**config.mk**
```make
export PLATFORM = sky130hd
export DESIGN_NAME = fwf_word_framer
export DESIGN_NICKNAME = d
export VERILOG_FILES = /design/src/rtl/fwf_pkg.sv /design/src/rtl/fwf_edge_sync.sv /design/src/rtl/fwf_framer.sv /design/src/rtl/fwf_readout.sv /design/src/rtl/fwf_ready.sv /design/src/rtl/fwf_word_framer.sv
export SDC_FILE = /design/constraint.sdc
export NUM_CORES = 1
export LEC_CHECK = 0
export BUFFER_PORTS_ARGS = -buffer_cell sky130_fd_sc_hd__buf_4
export CORE_UTILIZATION = 55
export DETAILED_ROUTE_END_ITERATION = 6
export PLACE_DENSITY = 0.74
export SLEW_MARGIN = 25
export SYNTH_ARGS = -nofsm -noshare
export SYNTH_HDL_FRONTEND = slang
export SYNTH_SLANG_ARGS = --single-unit
```
**constraint.sdc**
```tcl
create_clock -name clk -period 1.93 [get_ports clk]
set_input_delay 0.2895 -clock clk [delete_from_list [all_inputs] [get_ports clk]]
set_output_delay 0.2895 -clock clk [all_outputs]
set_load 0.05 [all_outputs]
```
**src/rtl/fwf_pkg.sv**
```systemverilog
package fwf_pkg;
  typedef enum logic [1:0] {
    FR_IDLE  = 2'd0,
    FR_START = 2'd1,
    FR_DATA  = 2'd2,
    FR_STOP  = 2'd3
  } fr_state_t;
endpackage

```
**src/rtl/fwf_edge_sync.sv**
```systemverilog
module fwf_edge_sync #(
  parameter int STAGES = 2
) (
  input  logic clk,
  input  logic rst,
  input  logic enable,
  input  logic async_in,
  output logic rise
);
  logic [STAGES-1:0] sq;
  logic              last_q;

  generate
    for (genvar g = 0; g < STAGES; g++) begin : g_stage
      if (g == 0) begin : g_first
        always_ff @(posedge clk) begin
          if (rst || !enable) sq[0] <= 1'b0;
          else                sq[0] <= async_in;
        end
      end else begin : g_next
        always_ff @(posedge clk) begin
          if (rst || !enable) sq[g] <= 1'b0;
          else                sq[g] <= sq[g-1];
        end
      end
    end
  endgenerate

  always_ff @(posedge clk) begin
    if (rst || !enable) last_q <= 1'b0;
    else                last_q <= sq[STAGES-1];
  end

  assign rise = sq[STAGES-1] & ~last_q;
endmodule

```
**src/rtl/fwf_framer.sv**
```systemverilog
module fwf_framer
  import fwf_pkg::*;
#(
  parameter int BIT_CLKS  = 2983,
  parameter int DATA_BITS = 8
) (
  input  logic                 clk,
  input  logic                 rst,
  input  logic                 enable,
  input  logic                 mode_buf,
  input  logic                 rx_bit,
  output logic                 word_done,
  output logic [DATA_BITS:0]   word_bits,
  output logic                 sclk_out
);
  localparam int HALF = BIT_CLKS / 2;
  localparam int CW   = $clog2(BIT_CLKS + 1);
  localparam int IW   = (DATA_BITS > 1) ? $clog2(DATA_BITS) : 1;
  localparam logic [CW-1:0] BIT_LAST  = CW'(BIT_CLKS - 1);
  localparam logic [CW-1:0] HALF_LAST = CW'(HALF - 1);
  localparam logic [IW-1:0] IDX_LAST  = IW'(DATA_BITS - 1);

  fr_state_t         state;
  logic [CW-1:0]     cnt;
  logic [CW-1:0]     hcnt;
  logic [IW-1:0]     idx;
  logic [DATA_BITS:0] shreg;
  logic              rx_prev;
  logic              sclk_q;
  logic              sample_now;

  assign sample_now = ((state == FR_DATA) || (state == FR_STOP)) && (cnt == BIT_LAST);

  always_ff @(posedge clk) begin
    if (rst || !enable) begin
      state     <= FR_IDLE;
      cnt       <= '0;
      idx       <= '0;
      shreg     <= '0;
      rx_prev   <= 1'b1;
      word_done <= 1'b0;
    end else begin
      rx_prev   <= rx_bit;
      word_done <= 1'b0;
      case (state)
        FR_IDLE: begin
          if (rx_prev && !rx_bit) begin
            state <= FR_START;
            cnt   <= '0;
          end
        end
        FR_START: begin
          if (cnt == HALF_LAST) begin
            cnt <= '0;
            idx <= '0;
            state <= rx_bit ? FR_IDLE : FR_DATA;
          end else begin
            cnt <= cnt + 1'b1;
          end
        end
        FR_DATA: begin
          if (cnt == BIT_LAST) begin
            cnt   <= '0;
            shreg <= {rx_bit, shreg[DATA_BITS:1]};
            if (idx == IDX_LAST) state <= FR_STOP;
            else                 idx   <= idx + 1'b1;
          end else begin
            cnt <= cnt + 1'b1;
          end
        end
        FR_STOP: begin
          if (cnt == BIT_LAST) begin
            cnt       <= '0;
            shreg     <= {rx_bit, shreg[DATA_BITS:1]};
            word_done <= 1'b1;
            state     <= FR_IDLE;
          end else begin
            cnt <= cnt + 1'b1;
          end
        end
        default: state <= FR_IDLE;
      endcase
    end
  end

  // Bit clock for the stream interface: high for half a bit from each sample.
  always_ff @(posedge clk) begin
    if (rst || !enable || mode_buf) begin
      sclk_q <= 1'b0;
      hcnt   <= '0;
    end else if (sample_now) begin
      sclk_q <= 1'b1;
      hcnt   <= HALF_LAST;
    end else if (hcnt != '0) begin
      hcnt <= hcnt - 1'b1;
    end else begin
      sclk_q <= 1'b0;
    end
  end

  assign word_bits = shreg;
  assign sclk_out  = sclk_q;
endmodule

```
**src/rtl/fwf_readout.sv**
```systemverilog
module fwf_readout #(
  parameter int DATA_BITS = 8
) (
  input  logic               clk,
  input  logic               rst,
  input  logic               enable,
  input  logic               mode_buf,
  input  logic               rx_bit,
  input  logic               load,
  input  logic [DATA_BITS:0] word_bits,
  input  logic               rd_edge,
  output logic               data_out
);
  logic [DATA_BITS:0] hold_q;
  logic               data_q;

  always_ff @(posedge clk) begin
    if (rst || !enable) begin
      hold_q <= '1;
    end else if (load && mode_buf) begin
      hold_q <= word_bits;
    end else if (rd_edge && mode_buf) begin
      hold_q <= {1'b1, hold_q[DATA_BITS:1]};
    end
  end

  always_ff @(posedge clk) begin
    if (rst || !enable)  data_q <= 1'b1;
    else if (!mode_buf)  data_q <= rx_bit;
    else if (rd_edge)    data_q <= hold_q[0];
  end

  assign data_out = data_q;
endmodule

```
**src/rtl/fwf_ready.sv**
```systemverilog
module fwf_ready #(
  parameter int BIT_CLKS = 2983
) (
  input  logic clk,
  input  logic rst,
  input  logic enable,
  input  logic mode_buf,
  input  logic word_done,
  input  logic rd_edge,
  output logic ready_n
);
  localparam int HALF = BIT_CLKS / 2;
  localparam int CW   = $clog2(BIT_CLKS + 1);
  localparam logic [CW-1:0] HALF_LAST = CW'(HALF - 1);

  logic [CW-1:0] lcnt;
  logic          rdy_q;

  always_ff @(posedge clk) begin
    if (rst || !enable) begin
      rdy_q <= 1'b1;
      lcnt  <= '0;
    end else if (word_done) begin
      rdy_q <= 1'b0;
      lcnt  <= HALF_LAST;
    end else if (!rdy_q) begin
      if (mode_buf && rd_edge) begin
        rdy_q <= 1'b1;
        lcnt  <= '0;
      end else if (lcnt == '0) begin
        rdy_q <= 1'b1;
      end else begin
        lcnt <= lcnt - 1'b1;
      end
    end
  end

  assign ready_n = rdy_q;
endmodule

```
**src/rtl/fwf_word_framer.sv**
```systemverilog
module fwf_word_framer #(
  parameter int BIT_CLKS    = 2983,
  parameter int DATA_BITS   = 8,
  parameter int SYNC_STAGES = 2
) (
  input  logic clk,
  input  logic rst,
  input  logic enable,
  input  logic mode_buf,
  input  logic rx_bit,
  input  logic rd_clk_in,
  output logic data_out,
  output logic sclk_out,
  output logic ready_n
);
  logic               rd_edge;
  logic               word_done;
  logic [DATA_BITS:0] word_bits;

  fwf_edge_sync #(.STAGES(SYNC_STAGES)) u_sync (
    .clk(clk), .rst(rst), .enable(enable),
    .async_in(rd_clk_in), .rise(rd_edge)
  );

  fwf_framer #(.BIT_CLKS(BIT_CLKS), .DATA_BITS(DATA_BITS)) u_framer (
    .clk(clk), .rst(rst), .enable(enable), .mode_buf(mode_buf),
    .rx_bit(rx_bit), .word_done(word_done), .word_bits(word_bits),
    .sclk_out(sclk_out)
  );

  fwf_readout #(.DATA_BITS(DATA_BITS)) u_readout (
    .clk(clk), .rst(rst), .enable(enable), .mode_buf(mode_buf),
    .rx_bit(rx_bit), .load(word_done), .word_bits(word_bits),
    .rd_edge(rd_edge), .data_out(data_out)
  );

  fwf_ready #(.BIT_CLKS(BIT_CLKS)) u_ready (
    .clk(clk), .rst(rst), .enable(enable), .mode_buf(mode_buf),
    .word_done(word_done), .rd_edge(rd_edge), .ready_n(ready_n)
  );
endmodule

```
==> metrics.csv <==
stage,metric,value,unit
status,status,completed,
cts,cts_hold_buffers,0,
worst_setup_path,timing.rr.start,u_framer.hcnt[10]$_SDFFE_PP0P_,
timing,drv_slew,0,
floorplan,start_util,57.49,%
worst_setup_path,required,2.15,ns
cells_and_area,final_cell_area,3751,um^2
cells_and_area,antennaDiodeCount,0,
global_routing,grt_overflow,0,
cells_and_area,fin_nets,421,
timing,tightest_slew,0.4620,ns
timing,skew,0.01278,ns
min_path,min-delay-start,rd_clk_in,
power_and_ir_drop,vdd_drop_max,0.001129,V
flow_run,cap_violations,0,
yosys,ys_dominant_reg_cell,dfxtp_1,
detailed_routing,num_vias,2786,
cts,clk_pin_slew,0.07,ns
timing,hold_viol,0,
floorplan,io_pins,9,
worst_setup_path,r2r-end,u_framer.hcnt[7]$_SDFFE_PP0P_,
global_routing,grt_pass1_wl,11.50,mm
cells_and_area,nFillCells,473,
cts,cts_buffer_depth,2,
detailed_routing,ant_nets,0,
cts,cts.sinks,67,
timing,finalCritPeriodShare,97.26,%
cells_and_area,final_cell_mix,"67 x dfxtp_1, 54 x nand2_1, 39 x nor2_1, 34 x buf_4, 19 x nand3_1",
yosys,syn_nets,394,
cts,numCtsBuffers,9,
yosys,avgSynthCellArea,8.410,um^2
timing,fin_hold_ws,0.1589,ns
timing,period_needed,1.877,ns
min_path,hold_path_class,input port to register,
detailed_routing,drc,0,
yosys,synth_top_area_cell,dfxtp_1,
yosys,synthArstFlopShare,0,%
yosys,syn_inst,381,
cells_and_area,drive_gt1_share,15.98,%
yosys,syn_area,3204,um^2
timing,maxSlewHeadroom,69.12,%
yosys,synth_edf_count,0,
detailed_routing,wire_per_inst,13.91,um
timing,fin_ws,0.05281,ns
global_routing,grt_max_degree,23,
yosys,ys_types,55,
cts,postCtsSetupBuffers,0,
power_and_ir_drop,powerDensity,1359,nW/um^2
cells_and_area,fin_util,67.30,%
worst_setup_path,regToRegSetupSlack,0.05,ns
cells_and_area,areaGrowthSynthToFinish,17.06,%
yosys,yosys.area.top_type_share,41.86,%
placement,portBuffers,8,
placement,dp_slack,-0.02765,ns
worst_setup_path,crit_type,register to register,
global_routing,grt_pass1_vias,2505,
floorplan,dieArea,6136,um^2
cts,htreeDepth,3,
yosys,ys_ff_latch,67,
worst_setup_path,cp-endpoint,u_framer.hcnt[7]$_SDFFE_PP0P_,
detailed_routing,drt-total-wl,6.745,mm
floorplan,die_h,78.33,um
timing,setup_viol,0,
cts,tritoncts,yes,
timing,fmax,532.7,MHz
worst_setup_path,cp-end-kind,register,
worst_setup_path,critPathMaxFanout,5,
detailed_routing,via_per_inst,5.744,
worst_setup_path,worstPathArrival,2.10,ns
placement,dp_hpwl,4.522,mm
placement,finalWeightedCongestion,0.8295,
worst_setup_path,startpoint_type,register,
detailed_routing,first_pass_iters,4,
yosys,ys_top_cells_by_area,"dfxtp_1 42%, nand2_1 6.3%, mux2i_1 4.7%",
floorplan,core,5574,um^2
worst_setup_path,crit_start,u_framer.hcnt[10]$_SDFFE_PP0P_,
floorplan,dieWidth,78.33,um
yosys,synth-seq-area-share,41.86,%
yosys,ys_warn_count,0,
detailed_routing,drt_iter0_markers,193,
worst_setup_path,rr_worst_depth,5,
global_routing,antenna_found_initial,0,
cts,clkLatencyLatePin,0.35,ns
cts,cts_root_buffer,clkbuf_8,
power_and_ir_drop,leakage,1.471,nW
global_routing,track_usage,23.80,%
cells_and_area,layout_commonest_cell,dfxtp_1,
floorplan,fp-row-count,27,
placement,post_dp_cell_area,3461,um^2
## worst min path at each step
stage / cells after the start / slack [ns] / end
after CTS: 2 / 0.14 / u_sync.sq[0]$_SDFF_PP0_
final: 2 / 0.16 / u_sync.sq[0]$_SDFF_PP0_
after global placement: 1 / 0.42 / u_sync.sq[1]$_SDFF_PP0_
after global routing: 2 / 0.14 / u_sync.sq[0]$_SDFF_PP0_
after floorplan: 2 / 0.39 / u_framer.rx_prev$_SDFF_PP1_
after detailed placement: 1 / 0.41 / u_sync.sq[1]$_SDFF_PP0_
## flip-flops by register name, indices dropped and copies added (netlist names), 2 cells and up, named ones only
register and flops:
u_framer.cnt 12, u_framer.hcnt 12, u_ready.lcnt 12, u_framer.word_bits 9
u_readout.hold_q 9, u_framer.idx 3, u_sync.sq 2
## worst max-delay path, stage by stage, from the launching register on
cell	delay [ns]
dfxtp_1	0.33
or4_4	0.56
or4b_4	0.56
nand2_2	0.09
xor2_1	0.14
a21oi_1	0.08
## per-stage QoR
| step | cells | total power, mW | TNS (ns) |
|---|---|---|---|
| after floorplan | 381 | 3.327 | 0 |
| after global placement | 468 | 3.462 | 0 |
| after detailed placement | 468 | 3.516 | -0.05669 |
| after CTS | 484 | 4.953 | 0 |
| after global routing | 485 | 5.421 | -0.006482 |
| final | 485 | 5.097 | 0 |
## final cells by class
type,count,area (um^2),share of cell area [%]
clock inverters,6,112.6,3.002
clock buffers,10,127.6,3.402
inverters,12,45.04,1.201
well taps,72,90.09,2.402
multi-input cells,284,1779,47.43
repair buffers,34,255.2,6.805
flip-flops and latches,67,1341,35.76
## kinds of logic (layout without fill, tap and decap cells)
family | Yosys count | in the layout | share of synthesized area, %
compound gates | 73 | 73 | 14.60
simple gates | 174 | 175 | 27.88
xor+xnor | 14 | 14 | 4.061
fa+ha+maj | 7 | 7 | 2.733
flops | 67 | 67 | 41.86
mux | 15 | 15 | 4.686
buf+inv | 31 | 62 | 4.178
## power by group
group / internal (mW) / leakage [nW] / switching, mW / total [mW]
registers: 1.48 / 0.541 / 0.0952 / 1.58
logic: 1.02 / 0.809 / 1.07 / 2.09
clock network: 0.863 / 0.121 / 0.564 / 1.43
## layer usage
layer / part of all wire (%) / track usage (%) / vias to the layer above
met2: 48 / 38.86 / 44
met5: 0 / 0 / -
met4: 1.4 / 9.630 / 0
met1: 48 / 30.07 / 1327
met3: 3.1 / 5.814 / 10
li1: - / - / 1405
## synthesized netlist by cell type (2+ instances only)
cell type  instances
or3_1              9
o21ai_0           18
buf_2              2
nor3_1             9
a211oi_1           3
nor2_1            39
a22oi_1            5
nand2b_1           4
and2b_2            2
nor2b_1            4
buf_4              2
and2_1             4
and3_1             2
ha_1               7
nand3b_1           9
a21oi_1           17
nand4_1            2
o31a_1             2
nor4_1             4
dfxtp_1           67
inv_1             12
a31oi_1           14
xnor2_1            6
a41oi_1            2
mux2i_1           15
nand3_1           19
nand2_1           54
clkbuf_1          14
nand4b_1           2
xor2_1             7
## repair_timing
item / CTS / global route
cloned: 0 / 1
pin swaps: 1 / 2
setup endpoints to repair: 5 / 19
resized for setup: 2 / 5
(Power assumes the default switching activity.)
